$ cat src/rtl/tx_slot_pkg.sv
package tx_slot_pkg;
  typedef enum logic [1:0] {
    ST_IDLE = 2'd0,
    ST_READ = 2'd1,
    ST_END  = 2'd2
  } rd_state_e;
endpackage

$ cat src/rtl/tx_sync_fifo.sv
module tx_sync_fifo #(
  parameter int W     = 8,
  parameter int DEPTH = 4
) (
  input  logic         clk_i,
  input  logic         rst_ni,
  input  logic         push_i,
  input  logic [W-1:0] din_i,
  input  logic         pop_i,
  output logic [W-1:0] dout_o,
  output logic         full_o,
  output logic         empty_o
);
  localparam int AW = (DEPTH > 1) ? $clog2(DEPTH) : 1;

  logic [W-1:0] mem_q [DEPTH];
  logic [AW:0]  wp_q, rp_q;
  logic         do_push, do_pop;

  assign full_o  = (wp_q[AW] != rp_q[AW]) && (wp_q[AW-1:0] == rp_q[AW-1:0]);
  assign empty_o = (wp_q == rp_q);
  assign do_push = push_i && !full_o;
  assign do_pop  = pop_i && !empty_o;
  assign dout_o  = mem_q[rp_q[AW-1:0]];

  always_ff @(posedge clk_i or negedge rst_ni) begin
    if (!rst_ni) begin
      wp_q <= '0;
      rp_q <= '0;
    end else begin
      if (do_push) wp_q <= wp_q + 1'b1;
      if (do_pop)  rp_q <= rp_q + 1'b1;
    end
  end

  always_ff @(posedge clk_i) begin
    if (do_push) mem_q[wp_q[AW-1:0]] <= din_i;
  end
endmodule

$ cat src/rtl/tx_read_engine.sv
module tx_read_engine
  import tx_slot_pkg::*;
#(
  parameter int NUM_SLOTS  = 2,
  parameter int SLOT_BYTES = 64,
  parameter int CMD_LEN_W  = 16,
  parameter int TS_W       = 32,
  parameter int SLOT_W     = 1,
  parameter int ADDR_W     = 7
) (
  input  logic                 clk_i,
  input  logic                 rst_ni,
  input  logic                 cmd_avail_i,
  input  logic [SLOT_W-1:0]    cmd_slot_i,
  input  logic [CMD_LEN_W-1:0] cmd_len_i,
  input  logic                 stat_room_i,
  output logic                 cmd_take_o,
  output logic                 mem_rd_en_o,
  output logic [ADDR_W-1:0]    mem_addr_o,
  input  logic [7:0]           mem_rd_data_i,
  output logic                 out_valid_o,
  input  logic                 out_ready_i,
  output logic [7:0]           out_data_o,
  output logic                 out_last_o,
  input  logic [TS_W-1:0]      ts_i,
  output logic                 done_o,
  output logic [SLOT_W-1:0]    done_slot_o,
  output logic [TS_W-1:0]      done_ts_o,
  output rd_state_e            state_o
);
  localparam int LEN_W = $clog2(SLOT_BYTES + 1);

  rd_state_e         state_q;
  logic [SLOT_W-1:0] slot_q;
  logic [LEN_W-1:0]  len_q, rd_cnt_q, len_eff;
  logic              pend_q, pend_last_q, first_q;
  logic              ov_q, ol_q, hv_q, hl_q;
  logic [7:0]        od_q, hd_q;
  logic [TS_W-1:0]   ts_q;

  logic              fire, slot_free, issue, start;
  logic              ov_n, ol_n, hv_n, hl_n;
  logic [7:0]        od_n, hd_n;

  // oversize or zero length sends a whole slot
  always_comb begin
    if (cmd_len_i == '0 || cmd_len_i > CMD_LEN_W'(SLOT_BYTES)) len_eff = LEN_W'(SLOT_BYTES);
    else                                                       len_eff = LEN_W'(cmd_len_i);
  end

  assign start      = (state_q == ST_IDLE) && cmd_avail_i && stat_room_i;
  assign cmd_take_o = start;
  assign fire       = ov_q && out_ready_i;
  assign slot_free  = !ov_q || fire;

  // output register plus one hold entry absorbs read data landing during a stall
  always_comb begin
    ov_n = ov_q; od_n = od_q; ol_n = ol_q;
    hv_n = hv_q; hd_n = hd_q; hl_n = hl_q;
    if (slot_free) begin
      if (hv_q) begin
        ov_n = 1'b1;   od_n = hd_q;          ol_n = hl_q;
        hv_n = pend_q; hd_n = mem_rd_data_i; hl_n = pend_last_q;
      end else begin
        ov_n = pend_q; od_n = mem_rd_data_i; ol_n = pend_last_q;
        hv_n = 1'b0;
      end
    end else if (pend_q) begin
      hv_n = 1'b1; hd_n = mem_rd_data_i; hl_n = pend_last_q;
    end
  end

  assign issue       = (state_q == ST_READ) && (rd_cnt_q != len_q) && !(ov_n && hv_n);
  assign mem_rd_en_o = issue;
  assign mem_addr_o  = ADDR_W'(slot_q) * ADDR_W'(SLOT_BYTES) + ADDR_W'(rd_cnt_q);

  always_ff @(posedge clk_i or negedge rst_ni) begin
    if (!rst_ni) begin
      state_q     <= ST_IDLE;
      slot_q      <= '0;
      len_q       <= '0;
      rd_cnt_q    <= '0;
      pend_q      <= 1'b0;
      pend_last_q <= 1'b0;
      first_q     <= 1'b0;
      ov_q        <= 1'b0;
      od_q        <= '0;
      ol_q        <= 1'b0;
      hv_q        <= 1'b0;
      hd_q        <= '0;
      hl_q        <= 1'b0;
      ts_q        <= '0;
    end else begin
      ov_q <= ov_n; od_q <= od_n; ol_q <= ol_n;
      hv_q <= hv_n; hd_q <= hd_n; hl_q <= hl_n;
      pend_q      <= issue;
      pend_last_q <= issue && (rd_cnt_q == len_q - LEN_W'(1));
      if (issue) rd_cnt_q <= rd_cnt_q + LEN_W'(1);
      if (fire && first_q) begin
        ts_q    <= ts_i;
        first_q <= 1'b0;
      end
      unique case (state_q)
        ST_IDLE: if (start) begin
          slot_q   <= cmd_slot_i;
          len_q    <= len_eff;
          rd_cnt_q <= '0;
          first_q  <= 1'b1;
          state_q  <= ST_READ;
        end
        ST_READ: if (fire && ol_q) state_q <= ST_END;
        ST_END:  state_q <= ST_IDLE;
        default: state_q <= ST_IDLE;
      endcase
    end
  end

  assign out_valid_o = ov_q;
  assign out_data_o  = od_q;
  assign out_last_o  = ol_q;
  assign done_o      = (state_q == ST_END);
  assign done_slot_o = slot_q;
  assign done_ts_o   = ts_q;
  assign state_o     = state_q;
endmodule

$ cat src/rtl/tx_slot_reader.sv
module tx_slot_reader
  import tx_slot_pkg::*;
#(
  parameter int NUM_SLOTS  = 2,
  parameter int SLOT_BYTES = 64,
  parameter int CMD_LEN_W  = 16,
  parameter int TS_EN      = 1,
  parameter int TS_W       = 32,
  parameter int CMD_DEPTH  = 4,
  parameter int STAT_DEPTH = 4,
  localparam int SLOT_W    = (NUM_SLOTS > 1) ? $clog2(NUM_SLOTS) : 1,
  localparam int ADDR_W    = $clog2(NUM_SLOTS * SLOT_BYTES)
) (
  input  logic                 clk_i,
  input  logic                 rst_ni,
  input  logic                 cmd_valid_i,
  output logic                 cmd_ready_o,
  input  logic [SLOT_W-1:0]    cmd_slot_i,
  input  logic [CMD_LEN_W-1:0] cmd_len_i,
  output logic                 mem_rd_en_o,
  output logic [ADDR_W-1:0]    mem_addr_o,
  input  logic [7:0]           mem_rd_data_i,
  output logic                 out_valid_o,
  input  logic                 out_ready_i,
  output logic [7:0]           out_data_o,
  output logic                 out_last_o,
  input  logic [TS_W-1:0]      ts_i,
  output logic                 event_o,
  input  logic                 stat_pop_i,
  output logic [SLOT_W-1:0]    stat_slot_o,
  output logic [TS_W-1:0]      stat_ts_o
);
  localparam int CMD_W = SLOT_W + CMD_LEN_W;

  logic [CMD_W-1:0]  cmd_head;
  logic              cmd_full, cmd_empty, cmd_take;
  logic              stat_room, done;
  logic [SLOT_W-1:0] done_slot;
  logic [TS_W-1:0]   done_ts;
  rd_state_e         fsm_state;

  tx_sync_fifo #(.W(CMD_W), .DEPTH(CMD_DEPTH)) i_cmd_fifo (
    .clk_i   (clk_i),
    .rst_ni  (rst_ni),
    .push_i  (cmd_valid_i),
    .din_i   ({cmd_slot_i, cmd_len_i}),
    .pop_i   (cmd_take),
    .dout_o  (cmd_head),
    .full_o  (cmd_full),
    .empty_o (cmd_empty)
  );
  assign cmd_ready_o = !cmd_full;

  tx_read_engine #(
    .NUM_SLOTS(NUM_SLOTS), .SLOT_BYTES(SLOT_BYTES), .CMD_LEN_W(CMD_LEN_W),
    .TS_W(TS_W), .SLOT_W(SLOT_W), .ADDR_W(ADDR_W)
  ) i_engine (
    .clk_i         (clk_i),
    .rst_ni        (rst_ni),
    .cmd_avail_i   (!cmd_empty),
    .cmd_slot_i    (cmd_head[CMD_W-1:CMD_LEN_W]),
    .cmd_len_i     (cmd_head[CMD_LEN_W-1:0]),
    .stat_room_i   (stat_room),
    .cmd_take_o    (cmd_take),
    .mem_rd_en_o   (mem_rd_en_o),
    .mem_addr_o    (mem_addr_o),
    .mem_rd_data_i (mem_rd_data_i),
    .out_valid_o   (out_valid_o),
    .out_ready_i   (out_ready_i),
    .out_data_o    (out_data_o),
    .out_last_o    (out_last_o),
    .ts_i          (ts_i),
    .done_o        (done),
    .done_slot_o   (done_slot),
    .done_ts_o     (done_ts),
    .state_o       (fsm_state)
  );

  if (TS_EN != 0) begin : g_stat_fifo
    logic [SLOT_W+TS_W-1:0] head;
    logic                   s_full, s_empty;
    tx_sync_fifo #(.W(SLOT_W + TS_W), .DEPTH(STAT_DEPTH)) i_stat_fifo (
      .clk_i   (clk_i),
      .rst_ni  (rst_ni),
      .push_i  (done),
      .din_i   ({done_slot, done_ts}),
      .pop_i   (stat_pop_i),
      .dout_o  (head),
      .full_o  (s_full),
      .empty_o (s_empty)
    );
    assign stat_room   = !s_full;
    assign event_o     = !s_empty;
    assign stat_slot_o = head[SLOT_W+TS_W-1:TS_W];
    assign stat_ts_o   = head[TS_W-1:0];
  end else begin : g_stat_pulse
    assign stat_room   = 1'b1;
    assign event_o     = done;
    assign stat_slot_o = done_slot;
    assign stat_ts_o   = done_ts;
  end
endmodule

$ cat config.mk
export PLATFORM = sky130hd
export DESIGN_NAME = tx_slot_reader
export DESIGN_NICKNAME = d
export VERILOG_FILES = /design/src/rtl/tx_slot_pkg.sv /design/src/rtl/tx_sync_fifo.sv /design/src/rtl/tx_read_engine.sv /design/src/rtl/tx_slot_reader.sv
export SDC_FILE = /design/constraint.sdc
export NUM_CORES = 1
export LEC_CHECK = 0
export ABC_AREA = 1
export BUFFER_PORTS_ARGS = -buffer_cell sky130_fd_sc_hd__buf_2
export CAP_MARGIN = 40
export CORE_ASPECT_RATIO = 1.1
export CORE_MARGIN = 10
export CORE_UTILIZATION = 55
export CTS_CLUSTER_DIAMETER = 30
export CTS_CLUSTER_SIZE = 25
export DETAILED_ROUTE_END_ITERATION = 10
export GPL_TIMING_DRIVEN = 1
export PLACE_DENSITY = 0.75
export SLEW_MARGIN = 20
export SYNTH_ARGS = -nofsm -noshare
export SYNTH_HDL_FRONTEND = slang
export SYNTH_SLANG_ARGS = --single-unit
$ cat constraint.sdc
create_clock -name clk_i -period 4.2 [get_ports clk_i]
set_clock_uncertainty 0.15 [all_clocks]
set_input_delay 0.84 -clock clk_i [delete_from_list [all_inputs] [get_ports clk_i]]
set_output_delay 0.84 -clock clk_i [all_outputs]
set_load 0.03 [all_outputs]
==> reports/metrics.yaml <==
grt:
  grt_pass1_vias: 7297
  antenna_found_initial: 0
  grt_use_total_pct: 17.3
  grt_overflow: 0
  grt_pass1_wl_um: 37000
  grt_max_degree: 69
floorplanning:
  start_util_pct: 55.4
  die_area_um2: 26800
  io_pins: 115
  row_count: 55
  coreArea_um2: 20400
  die_h_um: 171
  die_w_um: 157
finish:
  fillers: 1409
  final_cell_mix: "edfxtp_1, nor2_1, buf_2"
  fin_util_pct: 68.2
  final_cells: 1308
  synthToLayoutAreaGrowth_pct: 22.9
  layout_commonest_cell: "edfxtp_1"
  drive_above_1_share_pct: 27.1
  final_cell_area_um2: 13900
  num-nets-final: 1084
  antenna_cells: 0
clock_network:
  cts_root_buffer: "clkbuf_16"
  htree_levels: 2
  post_cts_buffers: 0
  cts_hold_buf: 0
  worstSkewPairLatency_ns: 0.53
  numCtsBuffers: 50
  clock_path_buffers: 3
  path_clk_slew_ns: 0.05
  cts.sinks: 284
  cts_tree: "done"
  cts_resized: 0
place:
  io_buffers: 114
  pre_cts_slack_ns: 1.04
  hpwlAfterDp_um: 14000
  place_area_um2: 12200
  placed_cells: 1212
  gp_congestion: 0.785
setup_path:
  rrSetupSlack_ns: 1.29
  path_buf_inv: 3
  required_ns: 3.21
  start_kind: "register"
  crit_arrival_ns: 2.49
  critical_path.cell_chain: "inv_1 > buf_4 > o21ai_0 > o22ai_1 > buf_2"
  slowest_delay_ns: 0.56
  path_max_fanout: 22
  end_kind: "output port"
  path_delay_family: "buffers and inverters"
  path_class: "reg2out"
  crit_path_top_delay_cell: "dfrtp_1"
timing:
  timing.fmax_mhz: 288
  whs_ns: 0.0515
  tightest_slew_ns: 0.809
  final_min_period_over_clock_period_pct: 82.8
  hold_viol: 0
  slew_headroom_pct: 46.0
  setup_viol: 0
  maxSlewViolCount: 0
  rsz0062_at_grt: "false"
  fin_ws_ns: 0.724
  period_needed_ns: 3.48
  tns_ns: 0
pwr:
  p_total_mw: 11.4
  p_leak_nw: 5.55
  p_int_mw: 7.42
  seqPwrFrac_pct: 36.7
  p_sw_mw: 4.02
  clock_power_share_pct: 35.1
  combinationalPowerShare_pct: 28.2
  vdd_drop_max_mv: 0.433
  power_density_nw_per_um2: 821
  swShare_pct: 35.1
yosys:
  synth_top_cell_by_area: "edfxtp_1"
  synth.yosys.seq_area_share_pct: 71.5
  ys_ff_latch: 284
  syn_inst: 870
  synth_top_area_share_pct: 53.0
  synth.avg_cell_area_um2: 13.0
  yosys_warnings: 0
  synth_cell_types: 36
  synth_ff_type: "edfxtp_1"
  synth_edf_count: 200
  synthesis.area_um2: 11300
  synth_area_leaders: "edfxtp_1, dfrtp_1, mux2_2"
  ys_async_sr_fraction_pct: 29.6
  mappedNetlistNets: 944
routing:
  dr.pass1.iters: 5
  route.vias.total: 7017
  routed_via_density: 5.36
  finalWirelength_um: 23100
  route.detailed.drc: 0
  drt_iter0_drc: 428
  drtAntennaViolNets: 0
  wl_per_cell_um: 17.7
run_status:
  status: "completed"
job:
  drv_cap: 0
worst_hold_path:
  hold_path.class: "in2async"
layout make-up:
class | instances | area (um^2) | share of cell area (%)
Tap cell | 256 | 320 | 2.30
Timing Repair Buffer | 131 | 753 | 5.41
Clock buffer | 60 | 1380 | 9.92
Sequential cell | 284 | 8110 | 58.2
Multi-Input combinational cell | 505 | 2870 | 20.6
Clock inverter | 34 | 350 | 2.51
Inverter | 38 | 145 | 1.04
worst register-to-register path, stage by stage, from the launching register on:
cell	delay (ns)
dfrtp_2	0.36
buf_4	0.56
xor2_1	0.20
nor2_1	0.08
nand2_2	0.09
nand3_2	0.25
nor2_4	0.51
buf_4	0.38
flip-flops by register name (all words and copies together) (netlist names):
name / cells
g_stat_fifo.i_stat_fifo.rp_q: 3
i_engine.out_data_o: 8
i_engine.done_ts_o: 32
i_engine.hd_q: 8
i_engine.out_valid_o: 1
i_cmd_fifo.wp_q: 3
i_engine.out_last_o: 1
g_stat_fifo.i_stat_fifo.wp_q: 3
i_cmd_fifo.rp_q: 3
i_cmd_fifo.mem_q: 68
i_engine.hv_q: 1
i_engine.len_q: 7
i_engine.rd_cnt_q: 7
i_engine.pend_last_q: 1
i_engine.hl_q: 1
i_engine.state_o: 2
i_engine.done_slot_o: 1
g_stat_fifo.i_stat_fifo.mem_q: 132
i_engine.first_q: 1
i_engine.pend_q: 1
kinds of logic after synthesis:
group / share of synthesized area (%)
xor+xnor: 2.40
fa+ha+maj: 1.32
mux: 4.07
compound gates: 6.48
buf+inv: 3.41
simple gates: 10.8
flops: 71.5
path summary, 6_finish.rpt:
path,endpoint,depth (start not counted),startpoint
worst max-delay path,stat_slot_o,5,g_stat_fifo.i_stat_fifo.rp_q[1]
worst min-delay path,i_engine.done_ts_o[11],1,rst_ni
worst max register to register,g_stat_fifo.i_stat_fifo.mem_q[2][16],7,g_stat_fifo.i_stat_fifo.rp_q[0]
worst min register to register,g_stat_fifo.i_stat_fifo.wp_q[2],1,g_stat_fifo.i_stat_fifo.wp_q[2]
max in group asynchronous,i_engine.done_ts_o[17],3,rst_ni
min in group clk_i,g_stat_fifo.i_stat_fifo.wp_q[2],1,g_stat_fifo.i_stat_fifo.wp_q[2]
routing by layer:
layer | global-route usage, % | routed length, um | up-vias
li1 | - | - | 3351
met1 | 20.2 | 9210 | 3444
met2 | 30.5 | 12100 | 184
met3 | 4.37 | 1390 | 38
met4 | 5.95 | 445 | 0
met5 | 0 | 0 | -
synthesized netlist by cell type (6+ instances only):
cell type,n
a21oi_1,9
o21ai_1,6
nand2_1,110
a31oi_1,9
dfrtp_1,84
mux2_2,41
edfxtp_1,200
o21ai_0,70
xor2_1,21
clkbuf_1,18
o22ai_1,34
ha_1,12
buf_2,10
buf_4,12
nand3_1,29
inv_1,32
nor2_1,122
xnor2_1,10
power by group through the flow:
stage	Sequential, mW	Clock (mW)	Combinational, mW
4_1_cts	4.23	4.08	3.22
2_1_floorplan	4.18	0	2.37
6_report	4.20	4.02	3.22
3_5_place_dp	4.27	0	3.20
3_3_place_gp	4.24	0	3.11
5_1_grt	4.28	4.22	3.56
Note: power is estimated with default switching activity, not from simulation.
